--- config.mk ---
export PLATFORM = sky130hd
export DESIGN_NAME = pwr_island_seq
export DESIGN_NICKNAME = d
export VERILOG_FILES = /design/src/rtl/pwr_island_pkg.sv /design/src/rtl/pis_wait_timer.sv /design/src/rtl/pis_ack_decode.sv /design/src/rtl/pwr_island_seq.sv
export SDC_FILE = /design/constraint.sdc
export NUM_CORES = 1
export LEC_CHECK = 0
export BUFFER_PORTS_ARGS = -buffer_cell sky130_fd_sc_hd__buf_2
export CAP_MARGIN = 20
export CORE_ASPECT_RATIO = 1.25
export CORE_MARGIN = 5
export CORE_UTILIZATION = 54
export DETAILED_ROUTE_END_ITERATION = 10
export GPL_TIMING_DRIVEN = 0
export HOLD_SLACK_MARGIN = 0.08
export PLACE_DENSITY_LB_ADDON = 0.12
export SYNTH_ARGS = -nofsm -noshare
export SYNTH_HDL_FRONTEND = slang
export SYNTH_HIERARCHICAL = 1
export SYNTH_SLANG_ARGS = --single-unit
--- constraint.sdc ---
create_clock -name clk -period 2.9 [get_ports clk]
set_clock_uncertainty 0.15 [all_clocks]
set_input_delay 0.145 -clock clk [delete_from_list [all_inputs] [get_ports clk]]
set_output_delay 0.145 -clock clk [all_outputs]
set_load 0.02 [all_outputs]
--- src/rtl/pwr_island_pkg.sv ---
// Shared definitions for the power island sequencer.
// Assumes the control word layout below is decoded by the island's switch fabric.
package pwr_island_pkg;

    localparam int BIT_RSTN   = 0;  // island reset, active low
    localparam int BIT_ISO    = 1;  // isolation clamp
    localparam int BIT_PON1   = 2;  // first power-switch stage
    localparam int BIT_PON2   = 3;  // second power-switch stage
    localparam int BIT_CLKDIS = 4;  // clock gate to island
    localparam int SRAM_LSB   = 8;  // first SRAM power-down line

    typedef enum logic [4:0] {
        S_OFF, S_ON, S_PART, S_ERR,
        U_PON1, U_PON2, U_WPWR, U_CLK, U_ISO, U_RST, U_SRAM, U_WSRAM, U_PROT, U_WPROT,
        D_PROT, D_WPROT, D_SRAM, D_WSRAM, D_ISO, D_RST, D_CLK, D_PON1, D_PON2, D_WPWR
    } seq_state_e;

endpackage

--- src/rtl/pis_wait_timer.sv ---
// Bounded-wait counter. Counts edges spent in a wait state and flags the last
// allowed one. Assumes wait states are never entered back to back, so a cycle
// outside any wait reloads the count.
module pis_wait_timer #(
    parameter int LIMIT = 64,
    localparam int CW = $clog2(LIMIT + 1)
) (
    input  logic clk,
    input  logic rst_n,
    input  logic waiting,
    output logic expired
);
    logic [CW-1:0] cnt;

    // Reload outside waits, count inside, saturate at the limit.
    always_ff @(posedge clk) begin
        if (!rst_n || !waiting) cnt <= '0;
        else if (!expired)      cnt <= cnt + 1'b1;
    end

    assign expired = waiting && (cnt == CW'(LIMIT - 1));

    assert_cnt_bound_R9: assert property (@(posedge clk) disable iff (!rst_n)
        cnt <= CW'(LIMIT - 1));

endmodule

--- src/rtl/pis_ack_decode.sv ---
// Reduces the raw acknowledge inputs to the conditions the sequencer waits on.
// A zero mask makes the matching condition constant true (handshake skipped).
module pis_ack_decode #(
    parameter int SRAM_ACK_W = 4,
    parameter logic [SRAM_ACK_W-1:0] SRAM_ACK_MASK = '1,
    parameter int PROT_W = 4,
    parameter logic [PROT_W-1:0] PROT_MASK = '1
) (
    input  logic                  pwr_ack_a,
    input  logic                  pwr_ack_b,
    input  logic [SRAM_ACK_W-1:0] sram_ack,
    input  logic [PROT_W-1:0]     prot_ack,
    output logic                  pwr_all_on,
    output logic                  pwr_all_off,
    output logic                  sram_clear,
    output logic                  sram_full,
    output logic                  prot_clear,
    output logic                  prot_full
);
    // Both status inputs must agree; a split reading is neither on nor off.
    assign pwr_all_on  = pwr_ack_a && pwr_ack_b;
    assign pwr_all_off = !pwr_ack_a && !pwr_ack_b;

    generate
        if (SRAM_ACK_MASK == '0) begin : g_no_sram_ack
            assign sram_clear = 1'b1;
            assign sram_full  = 1'b1;
        end else begin : g_sram_ack
            assign sram_clear = ((sram_ack & SRAM_ACK_MASK) == '0);
            assign sram_full  = ((sram_ack & SRAM_ACK_MASK) == SRAM_ACK_MASK);
        end
        if (PROT_MASK == '0) begin : g_no_prot
            assign prot_clear = 1'b1;
            assign prot_full  = 1'b1;
        end else begin : g_prot
            assign prot_clear = ((prot_ack & PROT_MASK) == '0);
            assign prot_full  = ((prot_ack & PROT_MASK) == PROT_MASK);
        end
    endgenerate

endmodule

--- src/rtl/pwr_island_seq.sv ---
// Power island sequencer. Walks the island through mirrored up/down orderings,
// one control change per edge, with a bounded wait at each handshake. Assumes
// the acknowledge inputs are synchronous to clk. Handles a single island only.
module pwr_island_seq
    import pwr_island_pkg::*;
#(
    parameter int SRAM_REQ_W = 4,
    parameter int SRAM_ACK_W = 4,
    parameter logic [SRAM_ACK_W-1:0] SRAM_ACK_MASK = '1,
    parameter int PROT_W = 4,
    parameter logic [PROT_W-1:0] PROT_MASK = '1,
    parameter int WAIT_LIMIT = 64
) (
    input  logic                       clk,
    input  logic                       rst_n,
    input  logic                       req_on,
    input  logic                       req_off,
    input  logic                       err_clr,
    input  logic                       pwr_ack_a,
    input  logic                       pwr_ack_b,
    input  logic [SRAM_ACK_W-1:0]      sram_ack,
    input  logic [PROT_W-1:0]          prot_ack,
    output logic [SRAM_LSB+SRAM_REQ_W-1:0] ctl_word,
    output logic [PROT_W-1:0]          prot_req,
    output logic                       island_on,
    output logic                       island_off,
    output logic                       busy,
    output logic                       seq_err,
    output logic                       done
);
    localparam int CTL_W = SRAM_LSB + SRAM_REQ_W;
    localparam bit HAS_SACK = (SRAM_ACK_MASK != '0);
    localparam bit HAS_PROT = (PROT_MASK != '0);
    localparam logic [CTL_W-1:0] OFF_WORD = {{SRAM_REQ_W{1'b1}}, 3'b000, 5'b10010};
    localparam logic [CTL_W-1:0] ON_WORD  = {{SRAM_REQ_W{1'b0}}, 3'b000, 5'b01101};

    seq_state_e        state, state_d;
    logic [CTL_W-1:0]  ctl_q;
    logic [PROT_W-1:0] prot_q;
    logic              done_q;
    logic              waiting, expired, noop;
    logic              pwr_all_on, pwr_all_off, sram_clear, sram_full, prot_clear, prot_full;

    pis_ack_decode #(
        .SRAM_ACK_W(SRAM_ACK_W), .SRAM_ACK_MASK(SRAM_ACK_MASK),
        .PROT_W(PROT_W), .PROT_MASK(PROT_MASK)
    ) u_dec (
        .pwr_ack_a(pwr_ack_a), .pwr_ack_b(pwr_ack_b), .sram_ack(sram_ack), .prot_ack(prot_ack),
        .pwr_all_on(pwr_all_on), .pwr_all_off(pwr_all_off),
        .sram_clear(sram_clear), .sram_full(sram_full),
        .prot_clear(prot_clear), .prot_full(prot_full)
    );

    pis_wait_timer #(.LIMIT(WAIT_LIMIT)) u_tmr (
        .clk(clk), .rst_n(rst_n), .waiting(waiting), .expired(expired)
    );

    // Classify the current state.
    always_comb begin
        waiting = (state inside {U_WPWR, U_WSRAM, U_WPROT, D_WPROT, D_WSRAM, D_WPWR});
        busy    = !(state inside {S_OFF, S_ON, S_PART, S_ERR});
        noop    = (state == S_OFF && !req_on && req_off) || (state == S_ON && !req_off && req_on);
    end

    // Next-state selection, including skipped handshakes.
    always_comb begin
        state_d = state;
        unique case (state)
            S_OFF:   if (req_on) state_d = U_PON1;
            S_ON:    if (req_off) state_d = HAS_PROT ? D_PROT : D_SRAM;
            S_PART:  if (req_on) state_d = U_PON1;
                     else if (req_off) state_d = HAS_PROT ? D_PROT : D_SRAM;
            S_ERR:   if (err_clr) state_d = S_PART;
            U_PON1:  state_d = U_PON2;
            U_PON2:  state_d = U_WPWR;
            U_WPWR:  if (pwr_all_on) state_d = U_CLK; else if (expired) state_d = S_ERR;
            U_CLK:   state_d = U_ISO;
            U_ISO:   state_d = U_RST;
            U_RST:   state_d = U_SRAM;
            U_SRAM:  state_d = HAS_SACK ? U_WSRAM : (HAS_PROT ? U_PROT : S_ON);
            U_WSRAM: if (sram_clear) state_d = HAS_PROT ? U_PROT : S_ON;
                     else if (expired) state_d = S_ERR;
            U_PROT:  state_d = U_WPROT;
            U_WPROT: if (prot_clear) state_d = S_ON; else if (expired) state_d = S_ERR;
            D_PROT:  state_d = D_WPROT;
            D_WPROT: if (prot_full) state_d = D_SRAM; else if (expired) state_d = S_ERR;
            D_SRAM:  state_d = HAS_SACK ? D_WSRAM : D_ISO;
            D_WSRAM: if (sram_full) state_d = D_ISO; else if (expired) state_d = S_ERR;
            D_ISO:   state_d = D_RST;
            D_RST:   state_d = D_CLK;
            D_CLK:   state_d = D_PON1;
            D_PON1:  state_d = D_PON2;
            D_PON2:  state_d = D_WPWR;
            D_WPWR:  if (pwr_all_off) state_d = S_OFF; else if (expired) state_d = S_ERR;
            default: state_d = S_ERR;
        endcase
    end

    // State, control lines and completion pulse; each step state owns one change.
    always_ff @(posedge clk) begin
        if (!rst_n) begin
            state  <= S_OFF;
            ctl_q  <= OFF_WORD;
            prot_q <= PROT_MASK;
            done_q <= 1'b0;
        end else begin
            state  <= state_d;
            done_q <= noop || (busy && (state_d == S_ON || state_d == S_OFF));
            case (state)
                U_PON1:  ctl_q[BIT_PON1]   <= 1'b1;
                U_PON2:  ctl_q[BIT_PON2]   <= 1'b1;
                U_CLK:   ctl_q[BIT_CLKDIS] <= 1'b0;
                U_ISO:   ctl_q[BIT_ISO]    <= 1'b0;
                U_RST:   ctl_q[BIT_RSTN]   <= 1'b1;
                U_SRAM:  ctl_q[SRAM_LSB +: SRAM_REQ_W] <= '0;
                U_PROT:  prot_q <= '0;
                D_PROT:  prot_q <= PROT_MASK;
                D_SRAM:  ctl_q[SRAM_LSB +: SRAM_REQ_W] <= '1;
                D_ISO:   ctl_q[BIT_ISO]    <= 1'b1;
                D_RST:   ctl_q[BIT_RSTN]   <= 1'b0;
                D_CLK:   ctl_q[BIT_CLKDIS] <= 1'b1;
                D_PON1:  ctl_q[BIT_PON1]   <= 1'b0;
                D_PON2:  ctl_q[BIT_PON2]   <= 1'b0;
                default: ;
            endcase
        end
    end

    assign ctl_word   = ctl_q;
    assign prot_req   = prot_q;
    assign island_on  = (state == S_ON);
    assign island_off = (state == S_OFF);
    assign seq_err    = (state == S_ERR);
    assign done       = done_q;

    assert_off_pattern_R1: assert property (@(posedge clk) disable iff (!rst_n)
        island_off |-> (ctl_word == OFF_WORD && prot_req == PROT_MASK));

    assert_on_pattern_R2: assert property (@(posedge clk) disable iff (!rst_n)
        island_on |-> (ctl_word == ON_WORD && prot_req == '0));

    assert_split_status_waits_R3: assert property (@(posedge clk) disable iff (!rst_n)
        ((state == U_WPWR || state == D_WPWR) && (pwr_ack_a != pwr_ack_b))
            |=> (state == $past(state) || state == S_ERR));

    assert_err_frozen_R9: assert property (@(posedge clk) disable iff (!rst_n)
        (seq_err && $past(seq_err)) |-> ($stable(ctl_word) && $stable(prot_req)));

    assert_err_after_expiry_R9: assert property (@(posedge clk) disable iff (!rst_n)
        $rose(seq_err) |-> $past(expired));

    assert_one_step_per_edge_R12: assert property (@(posedge clk) disable iff (!rst_n)
        $countones({ctl_q[SRAM_LSB +: SRAM_REQ_W] != $past(ctl_q[SRAM_LSB +: SRAM_REQ_W]),
                    ctl_q[4:0] ^ $past(ctl_q[4:0]),
                    prot_q != $past(prot_q)}) <= 1);

    assert_live_needs_power_R12: assert property (@(posedge clk) disable iff (!rst_n)
        (ctl_word[BIT_RSTN] || !ctl_word[BIT_CLKDIS] || !ctl_word[BIT_ISO])
            |-> (ctl_word[BIT_PON1] && ctl_word[BIT_PON2]));

endmodule

* After elaboration in Yosys (flattened, before gate mapping)
Cells that the tools add are included.
** Word-level totals
- Flip-flop bits (word level) :: 26
- Output and inout bits :: 21
- Word-level logic and storage cells :: 89
** Cells by class
- $add $sub $neg :: 1
- Equality and inequality tests :: 27
- Mux-type cells :: 19
- Reductions and logical operators :: 32
** Operator list (number)
- $pmux 5 s24 :: 1
- $mux 5 :: 11
- $eq 5x4->1 const B :: 8
- $eq 5x5->1 const B :: 8
- $eq 5x3->1 const B :: 4
- $pmux 4 s2 :: 2
- $reduce_bool 2->1 :: 7
- $eq 5x1->1 const B :: 2
- $eq 5x2->1 const B :: 2
- $logic_not 5->1 :: 2
- $pmux 1 s2 :: 5
- $eq 4x4->1 const B :: 2
- $logic_and 1x1->1 :: 8
- $logic_not 4->1 :: 2
- $add 7x1->7 const B :: 1
- $eq 7x6->1 const B :: 1
- $logic_not 1->1 :: 7
- $reduce_bool 6->1 :: 1
- $logic_or 1x1->1 :: 4
- $reduce_bool 4->1 :: 1

* Logic depth before layout (Yosys ltp)
Gate-level depths: netlist (run 1).
- Depth in word-level cells :: 10
- Gate-level depth with buffers :: 12

* Hierarchy
The synthesis (run 1) kept the hierarchy.
** By module, submodules not included
- pwr_island_seq :: instances 1, cells each 167, area an instance 1163.6 µm², seq. area each 260.2 µm²
- pis_wait_timer :: instances 1, cells each 38, area an instance 334.1 µm², seq. area each 140.1 µm²
- pis_ack_decode :: instances 1, cells each 6, area an instance 55.1 µm², seq. area each 0.0 µm²

* Worst setup path after synthesis (run 1)
No wires, ideal clock.
- Path type :: flip-flop to flip-flop
- Start :: register state[1]
- End :: register done_q, in the netlist done
- Setup time :: 0.059 ns
- Arrival :: 2.356 ns
- Data required time :: 2.691 ns
- Slack :: 0.334 ns
- Cell stages (with the launch flop) :: 13
- Path buffers :: 3
- Path through :: dfxtp_1 > buf_6 > buf_2 > buf_1 > xnor2_1 > a22oi_1 > o22ai_1 > and3_1 > nor2b_1 > nor4_1 > a211oi_1 > o311a_1 > a41o_1
** Between the ends
- Longest elaborated chain between the ends :: 10
** RTL lines
- start, declared :: line pwr_island_seq.sv:37 : seq_state_e state, state_d;
- start signal, assigned :: line pwr_island_seq.sv:107 : state <= state_d;
- $eq 5x3->1, or another cell as far along :: line pwr_island_seq.sv:60 : waiting = (state inside {U_WPWR, U_WSRAM, U_WPROT, D_WPROT, D_WSRAM, D_WPWR});
- $reduce_bool 6->1 * :: line pwr_island_seq.sv:60
- net waiting :: line pwr_island_seq.sv:41 : logic waiting, expired, noop;
- $logic_and 1x1->1 * :: line pis_wait_timer.sv:21 : assign expired = waiting && (cnt == CW'(LIMIT - 1));
- net expired :: line pwr_island_seq.sv:41
- $mux 5 *
- $mux 5, or another cell as far along :: line pwr_island_seq.sv:94 : D_WPWR: if (pwr_all_off) state_d = S_OFF; else if (expired) state_d = S_ERR;
- $pmux 5 s24 * :: line pwr_island_seq.sv:68 : unique case (state)
- $eq 5x1->1 / $logic_not 5->1 (equally long branches) :: line pwr_island_seq.sv:108 : done_q <= noop || (busy && (state_d == S_ON || state_d == S_OFF));
- $logic_or 1x1->1 * :: line pwr_island_seq.sv:108
- $logic_and 1x1->1 * :: line pwr_island_seq.sv:108
- $logic_or 1x1->1 * :: line pwr_island_seq.sv:108
- end signal, assigned :: line pwr_island_seq.sv:108
- end, declared :: line pwr_island_seq.sv:40 : logic done_q;
Mark *: on every way through the listed nets, which the timed path passes. The rest lies on a longest branch.
A chain may end at the register's enable or synchronous reset.

* Worst setup path after layout (run 1)
Ends and elaborated chain as after synthesis.

==> flow_summary.toml, run 1 <==
[routing]
wl_microns = 4070
drt-initial-drc-count = 61
drt-pass1-iter-count = 4
via_count = 1703
ant_nets = 0
drc = 0
wl_per_cell_microns = 14.2
post_drt_via_cell_ratio = 5.93

[cts]
numCtsBuffers = 3
clock_path_buffers = 2
path_clk_slew_ns = 0.13
cts.sinks = 20
clock_latency_ns = 0.32
cts_tree = "done"
cts_max_level = 1
cts_root_buf = "clkbuf_4"

[global_route]
grt_pass1_wl_microns = 6820
grt_overflow_total = 0
grt_usage_pct = 20.6
antenna_found_initial = 0
grt_max_degree = 12
grt_pass1_vias = 1534

[setup_path]
critPathMaxFanout = 10
crit_path_start_kind = "register"
reg2reg_depth = 12
crit_path_end_kind = "register"
cp-startpoint = "state[1]"
required_ns = 3.01
r2r_slack_ns = 0.18
rr_endpoint = "done"
worstSetupPathType = "reg -> reg"
worstPathArrival_ns = 2.84
r2r_start = "state[1]"

[timing]
tightest_slew_ns = 0.513
post-route-period-util_pct = 94.0
setup_violations = 0
min_period_ns = 2.72
final_hold_viol_count = 0
fmax_ghz = 0.367
slew_headroom_pct = 65.5
holdWs_ns = 0.0966
slew_violations = 0
worst_slack_ns = 0.175
rsz0062_at_grt = "no"

[pwr]
powerDensity_mw_per_mm2 = 676
leakage_uw = 0.000731
irDropWorstVdd_uv = 482

[floorplanning]
row_count = 21
core_area_sq_mm = 0.00273
die_w_microns = 58.0
io_pins = 36
die_h_microns = 70.0
die_area_sq_mm = 0.00405
start_util_pct = 56.8

[yosys]
synth_top_area_share_pct = 25.8
ys_seq_elements = 20
synth-edff-count = 0
async_flop_share_pct = 0
netlist_area_sq_mm = 0.00155
yosysUniqueCellTypes = 55
yosys.area.top_type = "dfxtp_1"
ys_warn_count = 6
syn_inst = 211
synth_area_leaders = "dfxtp_1 (26%), o21ai_0 (5.8%), nor2_1 (4.8%)"
synth.avg_cell_area_sq_um = 7.36
ys_seq_area_share_pct = 25.8
synth_flop_cell = "dfxtp_1"

[job]
maxCapViolCount = 0

[worst_hold_path]
min_path_cells = 4
hold_path_class = "in -> reg"
hold_end = "state[3]"
min_from = "req_on"

[placement]
port_buffers = 32
dpl_worst_slack_ns = -0.205
routabilityCongestion = 1.02
placed_cell_area_sq_mm = 0.00176
place_hpwl_microns = 3170

[final_layout]
antenna_cells = 0
final_util_pct = 68.0
area_delta_synth_final_pct = 19.7
drive_gt1_share_pct = 28.9
nNetsFinal = 270
final_area_sq_mm = 0.00186

[outcome]
status = "complete, no violations"
[kinds of logic after synthesis]
logic type / after synthesis / synth area share [%]
AND/OR/NAND/NOR: 92 / 32.3
AO/OA/AOI/OAI: 63 / 27.2
buffers and inverters: 31 / 11.8
flip-flops: 20 / 25.8
multiplexers: 2 / 1.37
adder cells (fa/ha/maj): 1 / 0.806
other: 1 / 0.242
XOR/XNOR: 1 / 0.564
[sequential cells by signal (all words and copies together) (netlist names)]
name       flops
u_tmr/cnt      7
state          5
prot_req       1
ctl_word       6
done           1
[worst max path at each step]
stage | endpoint | depth (start not counted)
after detailed placement | done | 11
after floorplan | done | 12
after CTS | done | 10
after global routing | done | 12
after global placement | done | 11
final | done | 12
[synthesized netlist by cell type, types with 3 or more instances]
cell,count
dfxtp_1,20
nor2_1,20
o21ai_0,18
nor3_1,15
nand2_1,13
a21oi_1,9
buf_4,9
buf_2,7
inv_1,7
nand3_1,7
a31oi_1,6
a211oi_1,5
nand2b_1,5
nand3b_1,5
nor2b_1,5
a21boi_0,3
and2_1,3
and3_1,3
buf_6,3
nor4_1,3
o211ai_1,3
[final cells by class]
class | instances | area (sq um)
multi-input cells | 162 | 993
fillers | 249 | 875
flip-flops and latches | 20 | 402
repair buffers | 36 | 195
plain buffers | 24 | 163
well taps | 34 | 42.5
clock buffers | 4 | 36.3
inverters | 7 | 26.3
[per-layer routing]
| metal | track usage [%] | up-vias | part of all wire [%] |
|---|---|---|---|
| met1 | 28.1 | 764 | 45 |
| met4 | 7.47 | 0 | 1.9 |
| met3 | 2.58 | 12 | 6.4 |
| met2 | 32.8 | 72 | 47 |
| li1 | - | 855 | - |
| met5 | 0 | - | 0 |
[through the flow]
| stage | power (uW) | std cells | setup TNS [ns] |
|---|---|---|---|
| after global routing | 1350 | 287 | 0 |
| after floorplan | 876 | 213 | 0 |
| final | 1260 | 287 | 0 |
| after detailed placement | 1060 | 279 | -0.469 |
| after global placement | 1060 | 279 | -0.559 |
| after CTS | 1240 | 285 | 0 |
[power by group]
group | total, uW | internal [uW] | leakage, uW | switching (uW)
sequential | 358 | 324 | 0.000163 | 33.2
combinational | 724 | 272 | 0.000547 | 452
clock | 174 | 76.8 | 0.0000210 | 96.9
[layout by cell type, fill, tap and decap left out, types with 2 or more instances in the layout]
| master | count |
|---|---|
| nand3b_1 | 5 |
| nor2b_1 | 5 |
| clkbuf_4 | 5 |
| and2_1 | 3 |
| buf_4 | 11 |
| a21boi_0 | 3 |
| and4_2 | 2 |
| inv_1 | 7 |
| nor3_1 | 15 |
| dfxtp_1 | 19 |
| o21ai_0 | 18 |
| a31oi_1 | 6 |
| a21oi_1 | 9 |
| or2_2 | 2 |
| clkbuf_1 | 2 |
| nor4_1 | 3 |
| a211oi_1 | 4 |
| and3_1 | 2 |
| nand2_1 | 13 |
| nor2_1 | 20 |
| dlygate4sd3_1 | 2 |
| a22oi_1 | 2 |
| a2111o_1 | 2 |
| conb_1 | 3 |
| nor4_2 | 2 |
| nand3_1 | 7 |
| o211ai_1 | 3 |
| buf_6 | 3 |
| nand2b_1 | 5 |
| buf_2 | 38 |
[worst max-delay path, cell delays in order, from the launching register on]
cell and delay, ns:
dfxtp_1 0.34, buf_6 0.13, buf_2 0.22, clkbuf_4 0.25, xnor2_1 0.13, a22oi_1 0.09
o22ai_2 0.26, and3_4 0.27, nor2b_1 0.14, nor4_1 0.05, a211oi_1 0.21, o311a_1 0.25
a41o_1 0.18
[repair_timing]
| action | 4_1_cts | 5_1_grt |
|---|---|---|
| gates resized for setup | 2 | 6 |
| setup endpoints to repair | 4 | 3 |
| gates cloned | 0 | 0 |
| hold buffers | 2 | 0 |
| setup buffers | 0 | 2 |
| pin swaps | 0 | 1 |
| hold endpoints to repair | 5 | 0 |
No activity file was read; power rests on OpenSTA's default activity.
==> run 2, diff against run 1 <==
ABC_AREA = 1   (was not set)
==> flow_summary.toml, run 2 <==
[outcome]
status = "complete, no violations"

[placement]
place_hpwl_microns = 3390
routabilityCongestion = 0.972
port_buffers = 32
dp_cells = 350
dpl_worst_slack_ns = 0.0391

[routing]
drc = 0
drt-pass1-iter-count = 5
via_count = 1775
wl_microns = 4160
wl_per_cell_microns = 11.6
ant_nets = 0
post_drt_via_cell_ratio = 4.94
drt-initial-drc-count = 67

[timing]
slew_violations = 0
final_hold_viol_count = 0
setup_violations = 0
finalSetupTns_ns = 0
post-route-period-util_pct = 90.3
min_period_ns = 2.62
fmax_ghz = 0.382
rsz0062_at_grt = "no"
worst_slack_ns = 0.281

[global_route]
grt.met3_usage_pct = 2.40
grt_use_met2_pct = 36.3
grt_max_degree = 11
use_met1_pct = 26.1
grt_overflow_total = 0
grt_usage_pct = 21.6
antenna_found_initial = 0
top_usage_layer = "met2"
grt_pass1_vias = 1575
grt_pass1_wl_microns = 6940

[yosys]
synth-edff-count = 0
ys_seq_area_share_pct = 25.5
synth_area_leaders = "dfxtp_1 (25%), nand2_1 (18%), nor2_1 (13%)"
async_flop_share_pct = 0
synth.avg_cell_area_sq_um = 5.61
synth_top_area_share_pct = 25.5
yosysUniqueCellTypes = 30
yosys.area.top_type = "dfxtp_1"
ys_warn_count = 6
netlist_area_sq_mm = 0.00157
syn_inst = 280
post-synth-top-count-cell = "nand2_1"
ys_seq_elements = 20
synth_flop_cell = "dfxtp_1"
synth_commonest_cells = "nand2_1 (76), nor2_1 (55), inv_1 (46)"

[setup_path]
worstSetupPathType = "reg -> reg"
rr_endpoint = "done"
critPathMaxFanout = 9
crit_path_start_kind = "register"
worstPathArrival_ns = 2.71
crit_path_end_kind = "register"
required_ns = 2.99
r2r_slack_ns = 0.28
reg2reg_depth = 20
r2r_start = "state[4]"

[cts]
cts_tree = "done"
clock_latency_ns = 0.30
clock_path_buffers = 2
cts_root_buf = "clkbuf_4"
numCtsBuffers = 3
cts.sinks = 20
cts_max_level = 1
path_clk_slew_ns = 0.11

[pwr]
powerDensity_mw_per_mm2 = 568
comb_power_share_pct = 55.1
p_sw_share_pct = 48.3
p_clk_share_pct = 12.0
seqPwrFrac_pct = 32.9
internal_power_uw = 565
leakage_uw = 0.00107
switchingPower_uw = 528
irDropWorstVdd_uv = 261

[final_layout]
stdcell_count = 359
largest-register = "u_tmr/cnt"
nNetsFinal = 341
area_delta_synth_final_pct = 22.5
drive_gt1_share_pct = 23.8
nFillCells = 310
multi_input_area_sq_um = 951
seq_area_sq_um = 403
antenna_cells = 0
final_cell_mix = "nand2_1 (73), nor2_1 (47), inv_1 (44)"
layout_commonest_cell = "nand2_1"
largest_reg_flops = 7

[floorplanning]
die_h_microns = 70.3
core_area_sq_mm = 0.00286
row_count = 22
die_w_microns = 58.2
die_area_sq_mm = 0.00409
io_pins = 36
start_util_pct = 54.9

[worst_hold_path]
min_path_cells = 7
hold_end = "state[1]"
hold_path_class = "in -> reg"
min_from = "err_clr"

[job]
maxCapViolCount = 0
run 2: worst max-delay path, cell delays in order (launching register included):
cell	delay (ns)
dfxtp_1	0.32
buf_4	0.17
nor2_2	0.18
nand2_2	0.12
nor2_4	0.12
nor2_1	0.06
nand3_1	0.12
inv_1	0.07
nor2_2	0.12
nand3_4	0.13
inv_2	0.14
nor2_1	0.09
inv_1	0.07
nor2_1	0.04
nand2_1	0.05
nand2_1	0.07
nor2_1	0.10
nand2_1	0.06
nor2_1	0.12
nand4_1	0.12
a21oi_1	0.13
run 2: kinds of logic after synthesis:
logic type      Yosys count  synth area share (%)
simple gates            166                  44.6
buf+inv                  64                  18.2
compound gates           28                  10.7
flops                    20                  25.5
fa+ha+maj                 1                 0.797
other cells               1                 0.239
run 2: how the worst max path moves through the flow:
| stage | start | end | depth (start not counted) |
|---|---|---|---|
| after floorplan | state[4] | done | 20 |
| after global placement | state[3] | done | 19 |
| after detailed placement | state[3] | done | 19 |
| after CTS | state[4] | done | 20 |
| after global routing | state[4] | done | 20 |
| final | state[4] | done | 20 |
run 2: routing by layer:
layer,share of wire [%],up-vias
li1,-,942
met1,42,765
met2,49,53
met3,4.4,15
met4,4.0,0
met5,0,-
run 2: per-stage QoR:
| stage | utilization [%] | power, uW | cell area (sq um) | hold WS (ns) |
|---|---|---|---|---|
| 6_report | 67.2 | 1090 | 1920 | 0.170 |
| 5_1_grt | 67.2 | 1180 | 1920 | 0.236 |
| 4_1_cts | 64.2 | 1060 | 1840 | 0.170 |
| 3_5_place_dp | 62.3 | 919 | 1780 | 0.236 |
| 3_3_place_gp | 62.3 | 918 | 1780 | 0.235 |
| 2_1_floorplan | - | 759 | 1580 | 0.0639 |
run 2: layout make-up:
cell class,instances,area share [%]
plain buffers,12,4.68
inverters,52,10.3
repair buffers,38,11.1
well taps,36,2.34
clock buffers,3,1.17
multi-input cells,198,49.4
flip-flops and latches,20,20.9
run 2: power groups by stage:
stage                     logic, uW  registers (uW)  clock network (uW)
final                           602             360                 131
after global routing            676             365                 144
after CTS                       570             351                 135
after detailed placement        563             356                   0
after global placement          563             355                   0
after floorplan                 382             377                   0
run 2: what timing repair did:
action	CTS	global route
gates cloned	0	0
endpoints found under the hold margin	6	0
pin swaps	0	2
endpoints found under the setup margin	1	4
setup buffers	0	3
hold buffers	3	0
resized for setup	1	20
